**config.mk**
```make
export PLATFORM = sky130hd
export DESIGN_NAME = pg_reset_gen
export DESIGN_NICKNAME = d
export VERILOG_FILES = /design/src/rtl/pgr_pkg.sv /design/src/rtl/pgr_datapath.sv /design/src/rtl/pgr_control.sv /design/src/rtl/pg_reset_gen.sv
export SDC_FILE = /design/constraint.sdc
export NUM_CORES = 1
export LEC_CHECK = 0
export ABC_AREA = 1
export BUFFER_PORTS_ARGS = -buffer_cell sky130_fd_sc_hd__buf_2
export CAP_MARGIN = 0
export CORE_ASPECT_RATIO = 1.25
export CORE_MARGIN = 3
export CORE_UTILIZATION = 45
export CTS_BUF_LIST = sky130_fd_sc_hd__clkbuf_4
export CTS_CLUSTER_DIAMETER = 50
export CTS_CLUSTER_SIZE = 20
export DETAILED_ROUTE_END_ITERATION = 6
export GPL_TIMING_DRIVEN = 1
export SETUP_SLACK_MARGIN = 0.15
export SLEW_MARGIN = 5
export SYNTH_ARGS = -nofsm -noshare
export SYNTH_HDL_FRONTEND = slang
export SYNTH_SLANG_ARGS = --single-unit
```
**constraint.sdc**
```tcl
create_clock -name clk -period 1.47 [get_ports clk]
set_input_delay 0.147 -clock clk [delete_from_list [all_inputs] [get_ports clk]]
set_output_delay 0.147 -clock clk [all_outputs]
set_load 0.02 [all_outputs]
```
**src/rtl/pgr_pkg.sv**
```systemverilog
package pgr_pkg;
  localparam int NCH = 2;

  typedef struct packed {
    logic [NCH-1:0] blankLoad;
    logic [NCH-1:0] lowClr;
    logic [NCH-1:0] lowInc;
    logic           delayClr;
  } pgrStrobeT;

  typedef struct packed {
    logic [NCH-1:0] blankActive;
    logic [NCH-1:0] lowExpired;
    logic           delayDone;
  } pgrStatusT;
endpackage

```
**src/rtl/pgr_datapath.sv**
```systemverilog
module pgr_datapath
  import pgr_pkg::*;
#(
  parameter int GLITCH_US = 32,
  parameter int BLANK_US  = 192,
  parameter int RESET_US  = 125000
) (
  input  logic      clk,
  input  logic      rstN,
  input  logic      usTick,
  input  pgrStrobeT stb,
  output pgrStatusT sts
);
  localparam int GW = $clog2(GLITCH_US + 1);
  localparam int BW = $clog2(BLANK_US + 1);
  localparam int DW = $clog2(RESET_US + 1);
  localparam logic [GW-1:0] GLITCH_MAX = GW'(GLITCH_US);
  localparam logic [BW-1:0] BLANK_MAX  = BW'(BLANK_US);
  localparam logic [DW-1:0] DELAY_MAX  = DW'(RESET_US);

  logic [NCH-1:0] blankAct;
  logic [NCH-1:0] lowExp;
  logic [DW-1:0]  delayCnt;

  for (genvar c = 0; c < NCH; c++) begin : g_ch
    logic [BW-1:0] blankCnt;
    logic [GW-1:0] lowCnt;

    always_ff @(posedge clk) begin
      if (!rstN) begin
        blankCnt <= '0;
      end else if (stb.blankLoad[c]) begin
        blankCnt <= BLANK_MAX;
      end else if (usTick && blankCnt != '0) begin
        blankCnt <= blankCnt - 1'b1;
      end
    end

    always_ff @(posedge clk) begin
      if (!rstN || stb.lowClr[c]) begin
        lowCnt <= '0;
      end else if (stb.lowInc[c] && lowCnt != GLITCH_MAX) begin
        lowCnt <= lowCnt + 1'b1;
      end
    end

    assign blankAct[c] = (blankCnt != '0);
    assign lowExp[c]   = (lowCnt == GLITCH_MAX);
  end

  always_ff @(posedge clk) begin
    if (!rstN || stb.delayClr) begin
      delayCnt <= '0;
    end else if (usTick && delayCnt != DELAY_MAX) begin
      delayCnt <= delayCnt + 1'b1;
    end
  end

  always_comb begin
    sts.blankActive = blankAct;
    sts.lowExpired  = lowExp;
    sts.delayDone   = (delayCnt == DELAY_MAX);
  end
endmodule

```
**src/rtl/pgr_control.sv**
```systemverilog
module pgr_control
  import pgr_pkg::*;
(
  input  logic           clk,
  input  logic           rstN,
  input  logic           usTick,
  input  logic [NCH-1:0] pgFlag,
  input  logic [NCH-1:0] chanOn,
  input  logic [NCH-1:0] overCur,
  input  logic [NCH-1:0] stepDone,
  input  logic [1:0]     monSel,
  input  logic           rstMode,
  input  pgrStatusT      sts,
  output pgrStrobeT      stb,
  output logic [NCH-1:0] chGood,
  output logic           pgOut
);
  logic [NCH-1:0] monMask;
  logic [NCH-1:0] hardBad;
  logic [NCH-1:0] lowClr;
  logic           allGood;
  logic           outNext;

  // a set select bit removes its channel from monitoring
  assign monMask = ~monSel;
  assign hardBad = ~chanOn | overCur;
  assign lowClr  = pgFlag | hardBad | sts.blankActive;

  always_comb begin
    stb.blankLoad = stepDone;
    stb.lowClr    = lowClr;
    stb.lowInc    = {NCH{usTick}} & ~lowClr;
    stb.delayClr  = ~allGood;
  end

  for (genvar c = 0; c < NCH; c++) begin : g_good
    always_ff @(posedge clk) begin
      if (!rstN) begin
        chGood[c] <= 1'b0;
      end else if (hardBad[c]) begin
        chGood[c] <= 1'b0;
      end else if (pgFlag[c]) begin
        chGood[c] <= 1'b1;
      end else if (sts.lowExpired[c] && !sts.blankActive[c]) begin
        chGood[c] <= 1'b0;
      end
    end
  end

  assign allGood = &(chGood | ~monMask);

  always_comb begin
    if (monMask == '0)      outNext = 1'b1;
    else if (!allGood)      outNext = 1'b0;
    else if (rstMode)       outNext = sts.delayDone;
    else                    outNext = 1'b1;
  end

  always_ff @(posedge clk) begin
    if (!rstN) pgOut <= 1'b0;
    else       pgOut <= outNext;
  end
endmodule

```
**src/rtl/pg_reset_gen.sv**
```systemverilog
module pg_reset_gen
  import pgr_pkg::*;
#(
  parameter int GLITCH_US = 32,
  parameter int BLANK_US  = 192,
  parameter int RESET_US  = 125000
) (
  input  logic       clk,
  input  logic       rstN,
  input  logic       usTick,
  input  logic [1:0] pgFlag,
  input  logic [1:0] chanOn,
  input  logic [1:0] overCur,
  input  logic [1:0] stepDone,
  input  logic [1:0] monSel,
  input  logic       rstMode,
  output logic       pgOut
);
  pgrStrobeT      stb;
  pgrStatusT      sts;
  logic [NCH-1:0] chGood;

  pgr_control u_ctrl (
    .clk      (clk),
    .rstN     (rstN),
    .usTick   (usTick),
    .pgFlag   (pgFlag),
    .chanOn   (chanOn),
    .overCur  (overCur),
    .stepDone (stepDone),
    .monSel   (monSel),
    .rstMode  (rstMode),
    .sts      (sts),
    .stb      (stb),
    .chGood   (chGood),
    .pgOut    (pgOut)
  );

  pgr_datapath #(
    .GLITCH_US (GLITCH_US),
    .BLANK_US  (BLANK_US),
    .RESET_US  (RESET_US)
  ) u_dp (
    .clk    (clk),
    .rstN   (rstN),
    .usTick (usTick),
    .stb    (stb),
    .sts    (sts)
  );
endmodule

```
Yosys cells after proc, flatten, opt, wreduce, memory -nomap -nowiden
Index checks and enable logic that the tools add are counted.
Widths: inputs -> output; s select.
{"block": "word_totals", "wordCells": 68, "ff_bits": 48, "output_inout_bits": 1, "inputBits": 14}
{"block": "classes", "addsub": 5, "bitwise_logic": 11, "mux": 11, "eq_ne": 6, "reduce_logical": 25}
{"cell": "$mux 8", "n": 4}
{"cell": "$add 17x1->17 const B", "n": 1}
{"cell": "$eq 17x17->1 const B", "n": 1}
{"cell": "$ne 17x17->1 const B", "n": 1}
{"cell": "$reduce_bool 8->1", "n": 2}
{"cell": "$sub 8x1->8 const B", "n": 2}
{"cell": "$add 6x1->6 const B", "n": 2}
{"cell": "$eq 6x6->1 const B", "n": 2}
{"cell": "$ne 6x6->1 const B", "n": 2}
{"cell": "$not 2->2", "n": 4}
{"cell": "$or 2x2->2", "n": 4}
{"cell": "$reduce_bool 2->1", "n": 4}
{"cell": "$reduce_or 2->1", "n": 4}
{"cell": "$logic_and 1x1->1", "n": 7}
{"cell": "$mux 1", "n": 7}
{"cell": "$logic_not 1->1", "n": 3}
{"cell": "$logic_or 1x1->1", "n": 3}
{"cell": "$and 2x2->2", "n": 1}
{"cell": "$logic_not 2->1", "n": 1}
{"cell": "$not 1->1", "n": 2}
{"cell": "$reduce_and 2->1", "n": 1}

Logic depth before layout (Yosys ltp)
{"block": "depth", "word_depth": 7, "mapped_depth": 10, "depth_no_buf": 10}

Hierarchy
A second synthesis with hierarchy kept.
{"block": "unflattened", "cells_unflattened": 463, "area_unflattened_um2": 2990.4}
{"module": "pgr_datapath", "area_per_inst_um2": 2760.1, "n_inst": 1, "seq_area_each_um2": 900.9, "cells_each": 426}
{"module": "pgr_control", "area_per_inst_um2": 230.2, "n_inst": 1, "seq_area_each_um2": 60.1, "cells_each": 37}

Least setup slack after synthesis
OpenSTA, ideal clock, no wires.
{"block": "synth_path", "kind": "reg-to-reg", "from": "register u_dp.delayCnt[0]", "to": "register u_dp.delayCnt[11]", "arrival_time_ps": 1311, "setup_slack_ps": 93, "setup_ps": 66, "stages_incl_launch_ff": 10, "synth_period_minus_slack_ps": 1377, "path_buffers": 1, "required_ps": 1404, "path_cell_list": "dfxtp_1 > inv_1 > ha_1 > nand4_1 > nor2_1 > nand2_4 > nand2_4 > buf_8 > nand2_1 > a21oi_2"}
{"block": "synth_between", "elab_chain_cells": 2, "word_cells_on_any_way": 3, "classes_between": "add/sub: 1; eq/ne: 1; reduce/logical: 1"}
{"element": "start, declared", "line": "pgr_datapath.sv:23", "rtl": "logic [DW-1:0] delayCnt;"}
{"element": "start signal, assigned", "line": "pgr_datapath.sv:55", "rtl": "delayCnt <= delayCnt + 1'b1;"}
{"element": "parallel branches: the longest is 2 deep, another holds $add 17x1->17"}
Parallel ways; which one is timed is not known.
A chain may end at the register's enable or synchronous reset.

Worst setup path in the final report
{"block": "layout_path", "from": "register u_dp.delayCnt[0]", "to": "register u_dp.delayCnt[0]"}
The elaborated chain is that of the path after synthesis.

==> flow_metrics.py <==
metrics = {
    "outcome": {
        "outcome": "finished, final reports clean",
    },
    "power_and_ir_drop": {
        "power_frac_seq": 0.485,
        "intPower_mw": 1.96,
        "p_leak_nw": 1.58,
        "powerDensity_nw_per_um2": 729,
        "sw_frac_of_total": 0.309,
        "combPwrFrac": 0.230,
        "vdd_ir_drop_max_uv": 463,
        "finalPower_mw": 2.83,
        "clkPwrFrac": 0.284,
        "switchingPower_mw": 0.876,
    },
    "detailed_routing": {
        "via_per_inst": 4.97,
        "drc": 0,
        "drtIter0Drc": 101,
        "routedWlPerCell_um": 12.0,
        "drtPass1Iterations": 5,
        "ant_nets": 0,
        "vias": 2978,
        "wl_um": 7190,
    },
    "timing": {
        "period_needed_ns": 1.34,
        "relSlewSlack": 0.773,
        "tightestPinTransition_ns": 0.339,
        "setup_viol": 0,
        "rsz0062_at_grt": "yes",
        "fin_ws_ns": 0.130,
        "slew_violations": 0,
        "hold_ws_ns": 0.0228,
        "max_freq_mhz": 746,
        "fin_crit_sh": 0.911,
        "hold_violations": 0,
        "fin_skew_ns": 0.0135,
        "setup_tns_ns": 0,
    },
    "grt": {
        "grt_usage": 0.193,
        "grt_pass1_vias": 2724,
        "grt_pass1_wl_um": 11800,
        "overflow": 0,
        "grt_max_degree": 17,
        "antenna_found_initial": 0,
    },
    "synth": {
        "postSynthCellCount": 454,
        "yosysSeqAreaShare": 0.329,
        "synthesis.area_um2": 2920,
        "synth_edf_count": 0,
        "syn_area_per_cell_um2": 6.43,
        "synth_seq_cells": 48,
        "synth_ff_type": "dfxtp_1",
        "yosysWarnings": 0,
        "synthArstFlopShare": 0,
        "syn_nets": 477,
        "synth_cell_types": 30,
    },
    "worst_hold_path": {
        "whs_path_depth": 3,
        "hp-class": "in2reg",
        "hold_end": "u_ctrl.pgOut",
        "min-delay-start": "monSel[0]",
    },
    "finish": {
        "fin_nets": 536,
        "num_antenna_cells": 0,
        "multi_input_area_um2": 2050,
        "nFillCells": 609,
        "regArea_um2": 991,
        "fin_util": 0.622,
        "design_area_um2": 3880,
        "final_cells": 599,
        "drive_above_1_share": 0.346,
        "syn2layout_area_growth_pct": 33.1,
    },
    "die": {
        "die_h_um": 96.0,
        "die_w_um": 78.0,
        "initial_core_util": 0.467,
        "core_region_area_um2": 6250,
        "dieArea_um2": 7490,
        "rows": 32,
        "boundaryPins": 15,
    },
    "placement": {
        "io_buffers": 14,
        "dp_hpwl_um": 5140,
        "finalWeightedCongestion": 0.852,
        "dp.cells": 579,
        "postPlaceCellArea_um2": 3300,
        "place_ws_ns": -0.106,
    },
    "worst_setup_path": {
        "ff2ff_setup_slack_ns": 0.13,
        "crit_type": "reg2reg",
        "reg2reg_from": "u_dp.delayCnt[0]",
        "cp-start-kind": "flop",
        "end_kind": "flop",
        "critPathLaunch": "u_dp.delayCnt[0]",
        "r2r_cells": 10,
        "cp.required_ns": 1.75,
        "r2r_end": "u_dp.delayCnt[0]",
        "crit_path_max_fanout": 5,
        "arrival_ns": 1.62,
    },
    "clock_network": {
        "cts.sinks": 48,
        "cts-root-buf": "clkbuf_4",
        "clk_latency_ns": 0.37,
        "clkTransAtPathRegs_ns": 0.14,
        "numCtsBuffers": 5,
        "htreeDepth": 2,
        "cts_tree": "built",
        "clockBufferDepth": 2,
    },
    "flow_run": {
        "drv_cap": 0,
    },
}
cell usage after synthesis, types with 2 or more instances:
cell     count  share of area
inv_2        3         0.0039
inv_1       60          0.077
nand2_1    115           0.15
a21oi_1     24          0.041
nor2_1      71          0.091
nand4_1     12          0.026
dfxtp_1     48           0.33
nor2_2       3         0.0064
xnor2_1      4          0.012
nor3_1       4         0.0069
nand3_1     47          0.081
o21ai_0     17          0.029
xor2_1       9          0.027
nand2_2      2         0.0043
nor3_4       2          0.011
o21ai_1      2         0.0034
ha_1         9          0.039
buf_2        3         0.0051
nand2_4      2         0.0077
a21oi_2      7          0.021
final cells by class:
| cell class | count | area share |
|---|---|---|
| inverters | 64 | 0.0632 |
| clock buffers | 5 | 0.00967 |
| repair buffers | 57 | 0.106 |
| well taps | 85 | 0.0274 |
| multi-input cells | 337 | 0.528 |
| clock inverters | 3 | 0.0110 |
| flip-flops and latches | 48 | 0.255 |
cells in the final DEF (no fill, tap or decap), types with 2 or more instances in the layout:
| master | count |
|---|---|
| nand3_1 | 39 |
| ha_4 | 4 |
| nand2_2 | 19 |
| inv_1 | 49 |
| buf_6 | 5 |
| dfxtp_4 | 4 |
| ha_1 | 4 |
| nand4_1 | 12 |
| o21ai_1 | 9 |
| clkbuf_4 | 5 |
| inv_2 | 12 |
| nor3_1 | 3 |
| xnor2_1 | 4 |
| inv_4 | 2 |
| nand2_1 | 95 |
| buf_2 | 14 |
| dfxtp_2 | 12 |
| o21ai_0 | 10 |
| a21oi_1 | 18 |
| xor2_1 | 9 |
| nor3_4 | 2 |
| nand2_4 | 4 |
| nand3_2 | 6 |
| dfxtp_1 | 32 |
| nand3_4 | 3 |
| nor2_1 | 48 |
| nor2_4 | 19 |
| a21oi_2 | 13 |
| nor2_2 | 8 |
| buf_4 | 38 |
registers in the layout (all words and copies together), names as in the netlist:
| signal | count |
|---|---|
| u_dp.g_ch.blankCnt | 16 |
| u_ctrl.chGood | 2 |
| u_dp.delayCnt | 17 |
| u_dp.g_ch.lowCnt | 12 |
| u_ctrl.pgOut | 1 |
power groups by stage:
stage	Combinational (mW)	Clock [mW]	Sequential, mW
after floorplan	0.332	0	1.39
after global placement	0.462	0	1.39
after detailed placement	0.469	0	1.39
after CTS	0.553	0.844	1.37
after global routing	0.722	0.877	1.38
final	0.653	0.806	1.37
routing by layer:
layer,track usage,vias up,part of all wire
li1,-,1568,-
met1,0.239,1360,0.45
met2,0.347,39,0.51
met3,0.0290,11,0.031
met4,0.0554,0,0.017
met5,0,-,0
worst max path at each step:
stage | endpoint | slack (ns) | cells after the start
after floorplan | u_dp.delayCnt[11] | 0.15 | 9
after CTS | u_dp.g_ch[0].lowCnt[3] | 0.08 | 8
final | u_dp.delayCnt[0] | 0.13 | 10
after global routing | u_dp.g_ch[0].lowCnt[0] | 0.03 | 8
after global placement | u_dp.delayCnt[11] | -0.06 | 9
after detailed placement | u_dp.delayCnt[11] | -0.11 | 9
critical path, cell delays in order, from the launching register on:
cell,delay [ns]
dfxtp_4,0.39
inv_4,0.06
ha_4,0.12
nand4_1,0.10
inv_1,0.08
nand2_1,0.06
nor2_2,0.12
nor2_4,0.05
buf_6,0.15
nor2_4,0.07
nor2_1,0.04
logic make-up after synthesis:
group	count (synthesis)	share of synthesized area
and+or+nand+nor	262	0.394
xor gates and xnor gates	13	0.0390
buffers and inverters	69	0.0965
DFF	48	0.329
adders and majority gates	9	0.0386
AOI/OAI and AO/OA	53	0.102
repair_timing:
| item | 4_1_cts | 5_1_grt |
|---|---|---|
| pin swaps | 16 | 23 |
| resized for setup | 71 | 62 |
| setup endpoints to repair | 44 | 43 |
| buffers inserted | 4 | 8 |
| hold buffers | 0 | 0 |
| gates cloned | 0 | 0 |
(Power assumes the default switching activity.)
